$ cat config.mk
export PLATFORM = sky130hd
export DESIGN_NAME = shift_flag_unit
export DESIGN_NICKNAME = d
export VERILOG_FILES = /design/src/rtl/shift_flag_pkg.sv /design/src/rtl/shift_count_class.sv /design/src/rtl/shift_barrel_core.sv /design/src/rtl/shift_carry_select.sv /design/src/rtl/shift_flag_unit.sv
export SDC_FILE = /design/constraint.sdc
export NUM_CORES = 1
export LEC_CHECK = 0
export ABC_AREA = 1
export BUFFER_PORTS_ARGS = -buffer_cell sky130_fd_sc_hd__buf_2
export CAP_MARGIN = 15
export CORE_MARGIN = 4
export CORE_UTILIZATION = 45
export DETAILED_ROUTE_END_ITERATION = 7
export PLACE_DENSITY = 0.68
export SYNTH_ARGS = -nofsm -noshare
export SYNTH_HDL_FRONTEND = slang
export SYNTH_SLANG_ARGS = --single-unit
$ cat constraint.sdc
create_clock -name clk -period 1.88 [get_ports clk]
set_input_delay 0 -clock clk [delete_from_list [all_inputs] [get_ports clk]]
set_output_delay 0 -clock clk [all_outputs]
set_load 0.05 [all_outputs]
$ cat src/rtl/shift_flag_pkg.sv
// Shared types for the shifter: kind encoding and count classification.
package shift_flag_pkg;

    // Shift kind; any code with bit 1 set is an arithmetic right shift.
    typedef enum logic [1:0] {
        SK_LEFT      = 2'b00,
        SK_RIGHT_LOG = 2'b01,
        SK_RIGHT_ARI = 2'b10,
        SK_RIGHT_AR2 = 2'b11
    } shift_kind_e;

    // One-hot class of a count relative to the word width.
    typedef struct packed {
        logic zero;     // count == 0
        logic inrange;  // 1 .. width-1
        logic exact;    // count == width
        logic beyond;   // width+1 .. max
    } count_class_t;

endpackage

$ cat src/rtl/shift_count_class.sv
// Classifies a shift count against the word width.
// Assumes CNT_W is wide enough to hold DATA_W.
module shift_count_class
    import shift_flag_pkg::*;
#(
    parameter int DATA_W = 32,
    parameter int CNT_W  = 6
) (
    input  logic [CNT_W-1:0] cnt,
    output count_class_t     cls
);
    localparam logic [CNT_W-1:0] WIDTH_CNT = CNT_W'(DATA_W);

    // Compare the count against zero and the width.
    always_comb begin
        cls.zero    = (cnt == '0);
        cls.exact   = (cnt == WIDTH_CNT);
        cls.beyond  = (cnt >  WIDTH_CNT);
        cls.inrange = !cls.zero && (cnt < WIDTH_CNT);
    end

endmodule

$ cat src/rtl/shift_barrel_core.sv
// Logarithmic barrel shifter for counts 0..DATA_W-1.
// A left shift is done by reversing the word, shifting right and reversing back.
// Assumes DATA_W is a power of two.
module shift_barrel_core #(
    parameter int DATA_W = 32,
    parameter int SW     = 5
) (
    input  logic [DATA_W-1:0] value,
    input  logic [SW-1:0]     amt,
    input  logic              dir_left,
    input  logic              fill_bit,
    output logic [DATA_W-1:0] shifted
);
    logic [DATA_W-1:0] rev_in;
    logic [DATA_W-1:0] rev_out;
    logic [DATA_W-1:0] stage [0:SW];

    // Bit reversal of the input and of the last stage.
    for (genvar i = 0; i < DATA_W; i++) begin : g_rev
        assign rev_in[i]  = value[DATA_W-1-i];
        assign rev_out[i] = stage[SW][DATA_W-1-i];
    end

    // The first stage picks the word orientation from the direction.
    assign stage[0] = dir_left ? rev_in : value;

    // Each stage conditionally shifts right by a power of two.
    for (genvar k = 0; k < SW; k++) begin : g_stage
        localparam int SH = 1 << k;
        assign stage[k+1] = amt[k] ? {{SH{fill_bit}}, stage[k][DATA_W-1:SH]}
                                   : stage[k];
    end

    // Undo the reversal for a left shift.
    assign shifted = dir_left ? rev_out : stage[SW];

endmodule

$ cat src/rtl/shift_carry_select.sv
// Chooses the carry-out bit for each count class and shift kind.
// Assumes cls is one-hot.
module shift_carry_select
    import shift_flag_pkg::*;
#(
    parameter int DATA_W = 32,
    parameter int CNT_W  = 6,
    parameter int SW     = 5
) (
    input  logic [DATA_W-1:0] value,
    input  logic [CNT_W-1:0]  cnt,
    input  count_class_t      cls,
    input  logic              dir_left,
    input  logic              arith,
    input  logic              prev_carry,
    output logic              carry
);
    localparam logic [CNT_W-1:0] WIDTH_CNT = CNT_W'(DATA_W);

    logic [CNT_W-1:0] left_idx;
    logic [CNT_W-1:0] right_idx;
    logic             sign_bit;

    // Bit positions of the last bit shifted out, for in-range counts.
    always_comb begin
        left_idx  = WIDTH_CNT - cnt;
        right_idx = cnt - CNT_W'(1);
        sign_bit  = value[DATA_W-1];
    end

    // Carry rule for each count class.
    always_comb begin
        carry = 1'b0;
        if (cls.zero) begin
            carry = prev_carry;
        end else if (cls.inrange) begin
            carry = dir_left ? value[left_idx[SW-1:0]] : value[right_idx[SW-1:0]];
        end else if (cls.exact) begin
            if (arith)         carry = sign_bit;
            else if (dir_left) carry = value[0];
            else               carry = sign_bit;
        end else if (cls.beyond) begin
            carry = arith ? sign_bit : 1'b0;
        end
    end

endmodule

$ cat src/rtl/shift_flag_unit.sv
// Shifter with carry and extend flags and a registered output stage.
// Operands are captured when in_valid is high. The result, flags and a
// one-cycle done pulse appear on that edge, and the outputs hold otherwise.
// Assumes DATA_W is a power of two and that the count is used modulo 2*DATA_W.
module shift_flag_unit
    import shift_flag_pkg::*;
#(
    parameter int DATA_W = 32,
    localparam int SW    = $clog2(DATA_W),
    localparam int CNT_W = SW + 1
) (
    input  logic              clk,
    input  logic              rst_n,
    input  logic              in_valid,
    input  logic [DATA_W-1:0] in_value,
    input  logic [CNT_W-1:0]  in_count,
    input  logic [1:0]        in_kind,
    input  logic              in_carry,
    output logic [DATA_W-1:0] out_result,
    output logic              out_carry,
    output logic              out_extend,
    output logic              out_done
);
    count_class_t      cls;
    logic              dir_left;
    logic              arith;
    logic              fill_bit;
    logic [DATA_W-1:0] barrel_out;
    logic [DATA_W-1:0] result_nxt;
    logic              carry_nxt;

    // Decode the kind field.
    always_comb begin
        dir_left = (shift_kind_e'(in_kind) == SK_LEFT);
        arith    = in_kind[1];
        fill_bit = arith & in_value[DATA_W-1];
    end

    shift_count_class #(.DATA_W(DATA_W), .CNT_W(CNT_W)) u_class (
        .cnt (in_count),
        .cls (cls)
    );

    shift_barrel_core #(.DATA_W(DATA_W), .SW(SW)) u_barrel (
        .value    (in_value),
        .amt      (in_count[SW-1:0]),
        .dir_left (dir_left),
        .fill_bit (fill_bit),
        .shifted  (barrel_out)
    );

    shift_carry_select #(.DATA_W(DATA_W), .CNT_W(CNT_W), .SW(SW)) u_carry (
        .value      (in_value),
        .cnt        (in_count),
        .cls        (cls),
        .dir_left   (dir_left),
        .arith      (arith),
        .prev_carry (in_carry),
        .carry      (carry_nxt)
    );

    // Choose the result for each count class.
    always_comb begin
        if (cls.zero)         result_nxt = in_value;
        else if (cls.inrange) result_nxt = barrel_out;
        else                  result_nxt = {DATA_W{fill_bit}};
    end

    // Output register: capture on a strobe, hold otherwise.
    always_ff @(posedge clk) begin
        if (!rst_n) begin
            out_result <= '0;
            out_carry  <= 1'b0;
            out_extend <= 1'b0;
            out_done   <= 1'b0;
        end else begin
            out_done <= in_valid;
            if (in_valid) begin
                out_result <= result_nxt;
                out_carry  <= carry_nxt;
                out_extend <= carry_nxt;
            end
        end
    end

endmodule

# Word-level counts from Yosys, hierarchy flattened

Index checks and enable logic that the tools add are counted.

Register bits after elaboration: 34
Input port bits: 44
Output and inout bits: 35
Logic and storage cells: 36

Add/subtract/negate cells: 2
Order comparisons: 4
Equality and inequality tests: 1
Mux-type cells: 21
Bitwise gates (word level): 1
Reduce and logical (&&, ||, !) cells: 4

Operators by type and width:

| operator                                                             | count |
|---|---|
| 32-bit two-way mux                                                   | 9 |
| 5-bit by 6-bit < comparator with 1-bit output, second input constant | 2 |
| 1-bit binary-select mux with 5-bit select                            | 2 |
| 1-bit two-way mux                                                    | 10 |
| 6-bit equality test, second input constant                           | 1 |
| 6-bit > comparator, second input constant                            | 1 |
| 6-bit zero test                                                      | 1 |
| 6-bit < comparator, second input constant                            | 1 |
| 1-bit by 5-bit subtractor with 5-bit output, first input constant    | 1 |
| 5-bit by 1-bit subtractor with 5-bit output, second input constant   | 1 |
| 2-bit zero test                                                      | 1 |
| 1-bit bitwise AND                                                    | 1 |
| 1-bit logical AND                                                    | 1 |
| 1-bit zero test                                                      | 1 |

# Longest topological paths before layout

Gate-level depths: netlist of the first run.

Depth after elaboration: 10
Depth in mapped cells: 17

# By module

Synthesis of the first run repeated with hierarchy kept, for this count alone.

Cells, all modules: 1057
Area, all modules: 5447.7 um^2

Modules (own cells, without submodules):

| module             | times used | cells an instance | area each (um^2) | seq. area each (um^2) |
|---|---|---|---|---|
| shift_barrel_core  | 1          | 558               | 2502.4           | 0.0 |
| shift_flag_unit    | 1          | 293               | 1963.1           | 680.7 |
| shift_carry_select | 1          | 193               | 924.6            | 0.0 |
| shift_count_class  | 1          | 13                | 57.6             | 0.0 |

# Least setup slack after synthesis of the first run

Ideal clock, no wire load.

Path type: in2reg
Start: input in_count[0]
End: register out_extend
Setup time: 0.124 ns
Data arrival time: 1.879 ns
Slack: -0.123 ns
Cell stages on the path: 16
Buffers on the path: 4
Cell sequence: inv_2 > buf_2 > clkbuf_1 > ha_1 > buf_2 > inv_1 > clkbuf_1 > a21oi_1 > o21ai_0 > nand3_1 > nand3_1 > nand3_1 > nand3_1 > nand2_1 > nand2_1 > a21oi_1

Longest elaborated chain between the ends: 6

Ends and longest elaborated chain:

| what                                                                                                       | RTL line                                           | RTL |
|---|---|---|
| start, declared                                                                                            | shift_flag_unit.sv:16                              | `input logic [CNT_W-1:0] in_count,` |
| 5-bit by 1-bit subtractor with 5-bit output or 1-bit by 5-bit subtractor with 5-bit output (tied branches) | shift_carry_select.sv:27, shift_carry_select.sv:26 |  |
| 1-bit binary-select mux with 5-bit select                                                                  | shift_carry_select.sv:37                           | `carry = dir_left ? value[left_idx[SW-1:0]] : value[right_idx[SW-1:0]];` |
| 1-bit two-way mux (implied by the code)                                                                    | shift_carry_select.sv:37                           |  |
| 1-bit two-way mux                                                                                          | shift_carry_select.sv:37                           |  |
| 1-bit two-way mux                                                                                          | shift_carry_select.sv:36                           | `end else if (cls.inrange) begin` |
| 1-bit two-way mux *                                                                                        | shift_carry_select.sv:34                           | `if (cls.zero) begin` |
| end signal, assigned                                                                                       | shift_flag_unit.sv:81                              | `out_extend <= carry_nxt;` |
| end, declared                                                                                              | shift_flag_unit.sv:21                              | `output logic out_extend,` |

Every way passes the cells marked *; elsewhere a longest branch is shown, timed or not. The select of a mux whose other input is x is not followed.
A chain may end at the register's enable or synchronous reset.

# Worst setup path after layout of the first run

Start: input in_count[1]
End: register out_result[1]

Longest elaborated chain between the ends: 7

Ends and longest elaborated chain:

| what                            | RTL line                | RTL |
|---|---|---|
| 32-bit two-way mux (4 in a row) | shift_barrel_core.sv:30 | `assign stage[k+1] = amt[k] ? {{SH{fill_bit}}, stage[k][DATA_W-1:SH]}` |
| 32-bit two-way mux              | shift_barrel_core.sv:35 | `assign shifted = dir_left ? rev_out : stage[SW];` |
| 32-bit two-way mux              | shift_flag_unit.sv:65   | `else if (cls.inrange) result_nxt = barrel_out;` |
| 32-bit two-way mux *            | shift_flag_unit.sv:64   | `if (cls.zero) result_nxt = in_value;` |
| end signal, assigned            | shift_flag_unit.sv:79   | `out_result <= result_nxt;` |
| end, declared                   | shift_flag_unit.sv:19   | `output logic [DATA_W-1:0] out_result,` |

Every way passes the cells marked *; elsewhere a longest branch is shown, timed or not.

==> results.json, run 1 <==
{
  "status": "completed",
  "cts-resized-gates": 0,
  "h-tree-depth": 2,
  "swShare": 0.489,
  "drc": 0,
  "via_count": 7098,
  "drv_cap": 0,
  "setup_violations": 0,
  "die_x_um": 114,
  "fin_crit_sh": 0.852,
  "post-cts-setup-buffers": 0,
  "viasPerCell": 6.17,
  "intPower_mw": 1.54,
  "boundaryPins": 79,
  "synth_seq_cells": 34,
  "nets": 1056,
  "grt_max_degree": 66,
  "design_area_mm2": 0.00577,
  "num_antenna_cells": 0,
  "cts.sinks": 34,
  "power.net_switching_mw": 1.47,
  "synth_warnings": 0,
  "synth_adder_area_share": 0.00249,
  "clock_latency_ns": 0.28,
  "start_kind": "input pin",
  "synth_top_area_frac": 0.376,
  "dpl.hpwl_mm": 16.1,
  "crit_type": "in2reg",
  "netlist_instances": 955,
  "grt_pass1_wl_mm": 34.7,
  "dp_cells": 1141,
  "relSlewSlack": 0.660,
  "drive_above_1_share": 0.155,
  "cts_made_buffers": 5,
  "reg2reg_depth": 2,
  "start_util": 0.462,
  "synth_area_leaders": "nand3_1 38%, nand2_1 19%, dfxtp_1 14%",
  "clk_pin_slew_ns": 0.07,
  "rsz0062_at_grt": "false",
  "clock_power_share": 0.177,
  "power.density_mw_per_mm2": 522,
  "postPlaceCellArea_mm2": 0.00566,
  "worst_slack_ns": 0.278,
  "power_mw": 3.01,
  "initialDrtViolationCount": 1160,
  "cp_max_fo": 32,
  "period_minus_slack_ns": 1.60,
  "synth_area_mm2": 0.00503,
  "synth_top_family_by_area": "simple AND/OR/NAND/NOR gates",
  "syn_avg_cell_area_um2": 5.26,
  "grt_overflow": 0,
  "drt_pass1_iterations": 6,
  "postCtsHoldBufs": 3,
  "dieArea_mm2": 0.0129,
  "fill_cells": 1174,
  "die_h_um": 114,
  "port_buffers": 78,
  "final-hold-violation-count": 0,
  "tightest_slew_ns": 0.510,
  "cts-root-buf": "clkbuf_8",
  "antenna_found_initial": 0,
  "holdPathStages": 3,
  "max_freq_mhz": 624,
  "worst_ep_arrival_time_ns": 1.76,
  "ys_seq_area_frac": 0.135,
  "ys_types": 26,
  "multi_input_area_mm2": 0.00375,
  "synth_compound_area_frac": 0.146,
  "synth-simple-area-share": 0.593,
  "regArea_um2": 681,
  "syn_nets": 1000,
  "ant_nets": 0,
  "synth_top_area_cell": "nand3_1",
  "place_ws_ns": 0.0384,
  "tritoncts": "done",
  "routed_wl_mm": 21.6,
  "final_util": 0.530,
  "power_frac_comb": 0.561,
  "slew_violations": 0,
  "irDropWorstVdd_mv": 0.526,
  "fin_skew_ns": 0,
  "pwr-share-seq": 0.262,
  "grtUsageTotal": 0.336,
  "whs_ns": 0.0331,
  "synth_mux_area_frac": 0,
  "routabilityCongestion": 1.06,
  "rows": 38,
  "core-area_mm2": 0.0109,
  "cts_buffer_depth": 2,
  "p_leak_nw": 2.92,
  "min_path_type": "in2reg",
  "critical_path_required_ns": 2.04,
  "drt-wirelength-per-cell_um": 18.8,
  "syn_to_final_growth_pct": 14.8,
  "fin_tns_setup_ns": 0,
  "synth-xor-area-share": 0.00498,
  "grt_pass1_vias": 6430,
  "final_cells": 1151,
  "end_kind": "register"
}
## cells by family (layout without fill, tap and decap cells)
logic type / count (synthesis) / after routing
simple gates: 655 / 655
compound gates: 134 / 134
buf+inv: 129 / 185
flops: 34 / 34
xor+xnor: 2 / 2
fa+ha+maj: 1 / 1
## Yosys cell counts
master    number
nand3_2        2
buf_2         33
nand2_1      261
a21oi_1       83
a31oi_1        1
xnor2_2        1
ha_1           1
dfxtp_1       34
nand4_1        3
clkbuf_1      26
a21oi_2       15
buf_1          6
o21ai_0       33
nand3b_1       1
o21bai_1       1
nand3_1      378
nor2_1         6
nor2_4         2
and3_1         1
buf_6          5
nand2_4        1
a221oi_1       1
inv_2          5
inv_1         46
xor2_1         1
buf_4          8
## flip-flops by register name, summed over array words and instances (netlist names)
| name | count |
|---|---|
| out_result | 32 |
| out_extend | 1 |
| out_done | 1 |
## power by group through the flow
| stage | Sequential (mW) | Combinational, mW | Clock (mW) |
|---|---|---|---|
| finish | 0.790 | 1.69 | 0.533 |
| global route | 0.794 | 1.84 | 0.564 |
| CTS | 0.790 | 1.64 | 0.529 |
| detailed placement | 0.805 | 1.63 | 0 |
| global placement | 0.805 | 1.63 | 0 |
| floorplan | 0.962 | 0.997 | 0 |
## critical path: stages
cell and delay [ns]:
buf_2 0.10, inv_1 0.08, buf_4 0.35, nor2_1 0.15, and3_1 0.22, nor2_1 0.12, nand2_1 0.13, nand3_1 0.22
nand3_1 0.11, nand3_1 0.09, nand2_1 0.05, nand2_1 0.06, a21oi_1 0.06
## metal layers
layer	wire, um	share of wire	GRT usage
met4	1050	0.049	0.147
met5	0	0	0
met2	9100	0.42	0.499
met1	8530	0.39	0.457
met3	2940	0.14	0.0865
## cells in the final DEF, fill, tap and decap left out, types with 2 or more instances in the layout
master / Yosys / routed
nand3_1: 378 / 378
a21oi_1: 83 / 83
buf_4: 8 / 36
dlygate4sd3_1: 0 / 3
nand3_2: 2 / 2
dfxtp_1: 34 / 34
buf_2: 33 / 78
inv_2: 5 / 5
nand4_1: 3 / 3
nor2_1: 6 / 6
buf_12: 0 / 10
nor2_4: 2 / 2
o21ai_0: 33 / 33
nand2_1: 261 / 261
inv_1: 46 / 45
a21oi_2: 15 / 15
clkbuf_8: 0 / 5
clkinv_2: 0 / 2
## final timing paths
path | start | end | slack (ns)
max | in_count[1] | out_result[1] | 0.28
min | in_carry | out_extend | 0.03
max reg2reg | out_result[27] | out_result[27] | 1.16
min reg2reg | out_result[2] | out_result[2] | 0.47
## final cells by class
type / instances / share of cell area
repair buffers: 127 / 0.154
flip-flops and latches: 34 / 0.118
clock inverters: 2 / 0.00173
clock buffers: 5 / 0.0119
inverters: 51 / 0.0332
well taps: 140 / 0.0304
multi-input cells: 792 / 0.650
(Power assumes the default switching activity.)
==> inputs of run 2 (changes only) <==
--- a/config.mk
+++ b/config.mk
@@ -9,9 +9,9 @@
 export BUFFER_PORTS_ARGS = -buffer_cell sky130_fd_sc_hd__buf_2
 export CAP_MARGIN = 15
 export CORE_MARGIN = 4
-export CORE_UTILIZATION = 45
+export CORE_UTILIZATION = 53
 export DETAILED_ROUTE_END_ITERATION = 7
-export PLACE_DENSITY = 0.68
+export PLACE_DENSITY = 0.78
 export SYNTH_ARGS = -nofsm -noshare
 export SYNTH_HDL_FRONTEND = slang
 export SYNTH_SLANG_ARGS = --single-unit
==> results.json, run 2 (synthesized netlist as in run 1, its figures left out) <==
{
  "cts-resized-gates": 0,
  "fin_tns_setup_ns": 0,
  "max_freq_mhz": 619,
  "grt_pass1_wl_mm": 34.3,
  "fin_crit_sh": 0.860,
  "grt_pass1_vias": 6423,
  "num_antenna_cells": 0,
  "power.net_switching_mw": 1.50,
  "nets": 1066,
  "end_kind": "register",
  "drt_pass1_iterations": 8,
  "syn_to_final_growth_pct": 17.7,
  "design_area_mm2": 0.00591,
  "setup_violations": 0,
  "tritoncts": "done",
  "critical_path_required_ns": 2.11,
  "ant_nets": 0,
  "boundaryPins": 79,
  "drt-wirelength-per-cell_um": 18.9,
  "cp_max_fo": 22,
  "power.density_mw_per_mm2": 566,
  "fin_skew_ns": 0,
  "port_buffers": 78,
  "crit_chain": "dlygate4sd3_1, buf_2, clkinv_1, buf_4, a21oi_1, nand2_1, a21oi_2",
  "clock_power_share": 0.249,
  "core-area_mm2": 0.00924,
  "tightest_slew_ns": 0.500,
  "postPlaceCellArea_mm2": 0.00575,
  "grtUsageTotal": 0.383,
  "power_frac_comb": 0.515,
  "slowest_stage": "dlygate4sd3_1",
  "die_x_um": 105,
  "pwr-share-seq": 0.236,
  "h-tree-depth": 2,
  "grt_max_degree": 67,
  "min_path_type": "in2reg",
  "initialDrtViolationCount": 1007,
  "rows": 35,
  "worst_ep_arrival_time_ns": 1.85,
  "layout_common_cells": "378 x nand3_1, 261 x nand2_1, 83 x a21oi_1",
  "status": "completed",
  "dpl.hpwl_mm": 15.9,
  "top_register": "out_result",
  "worst_slack_ns": 0.263,
  "cts.sinks": 34,
  "slew_violations": 0,
  "clk_pin_slew_ns": 0.08,
  "grt_overflow": 0,
  "cts_made_buffers": 5,
  "layout_commonest_cell": "nand3_1",
  "intPower_mw": 1.84,
  "slowest_delay_ns": 0.52,
  "clock_latency_ns": 0.29,
  "period_minus_slack_ns": 1.62,
  "largest_registers": "out_result: 32 flops, out_done: 1 flops, out_extend: 1 flops",
  "dp_cells": 1140,
  "final-hold-violation-count": 0,
  "cts_buffer_depth": 2,
  "final_cells": 1151,
  "final_util": 0.640,
  "start_kind": "input pin",
  "irDropWorstVdd_mv": 0.541,
  "relSlewSlack": 0.666,
  "routed_wl_mm": 21.7,
  "viasPerCell": 6.30,
  "die_h_um": 105,
  "crit_type": "in2reg",
  "drc": 0,
  "rsz0062_at_grt": "false",
  "routabilityCongestion": 1.06,
  "dieArea_mm2": 0.0111,
  "via_count": 7248,
  "antenna_found_initial": 0,
  "largest_reg_flops": 32,
  "place_ws_ns": 0.0928,
  "p_leak_nw": 3.00,
  "drv_cap": 0,
  "cts-root-buf": "clkbuf_8",
  "drive_above_1_share": 0.164,
  "swShare": 0.449,
  "start_util": 0.544
}
-- run 2: cell types whose count changed in the layout (fill, tap and decap cells not counted), sizes merged --
cell	delta
clkinv	-1
buf	+10
bufinv	+2
-- run 2: critical path: cells and delay by family --
family,cells,cell delay [ns]
AOI/OAI and AO/OA,2,0.32
buffers and inverters,4,1.42
and+or+nand+nor,1,0.10
-- run 2: through the flow --
step	power [mW]	hold slack [ns]
after floorplan	1.96	0.0935
after global placement	2.45	0.209
after detailed placement	2.45	0.224
after CTS	3.28	0.0362
after global routing	3.53	0.0903
final	3.35	0.0388
-- run 2: layout make-up --
| type | count | area [um^2] |
|---|---|---|
| Clock inverter | 3 | 68.8 |
| Multi-Input combinational cell | 792 | 3750 |
| Inverter | 51 | 191 |
| Fill cell | 920 | 3330 |
| Sequential cell | 34 | 681 |
| Clock buffer | 5 | 68.8 |
| Tap cell | 129 | 161 |
| Timing Repair Buffer | 137 | 991 |
-- run 2: what timing repair did --
item / 4_1_cts / 5_1_grt
hold buffers: 3 / 0
setup endpoints to repair: 0 / 0
hold endpoints to repair: 2 / 0
buffers inserted: 0 / 0
-- run 2: final timing paths --
kind	start	endpoint	depth (start not counted)	slack (ns)
setup / recovery	in_valid	out_result[27]	7	0.26
hold / removal	in_carry	out_extend	3	0.04
setup reg to reg	out_extend	out_extend	2	1.19
hold reg to reg	out_result[16]	out_result[16]	2	0.47
-- run 2: power by group through the flow --
stage / clock (mW) / combinational (mW) / sequential (mW)
finish: 0.835 / 1.72 / 0.790
global route: 0.863 / 1.87 / 0.795
CTS: 0.831 / 1.66 / 0.789
detailed placement: 0 / 1.65 / 0.805
global placement: 0 / 1.65 / 0.804
floorplan: 0 / 0.997 / 0.962
-- run 2: routing by layer --
layer	wire [um]	track usage	up-vias
met5	0	0	-
met4	1350	0.189	0
met3	2880	0.101	104
met2	9100	0.574	559
met1	8400	0.506	3172
li1	-	-	3413
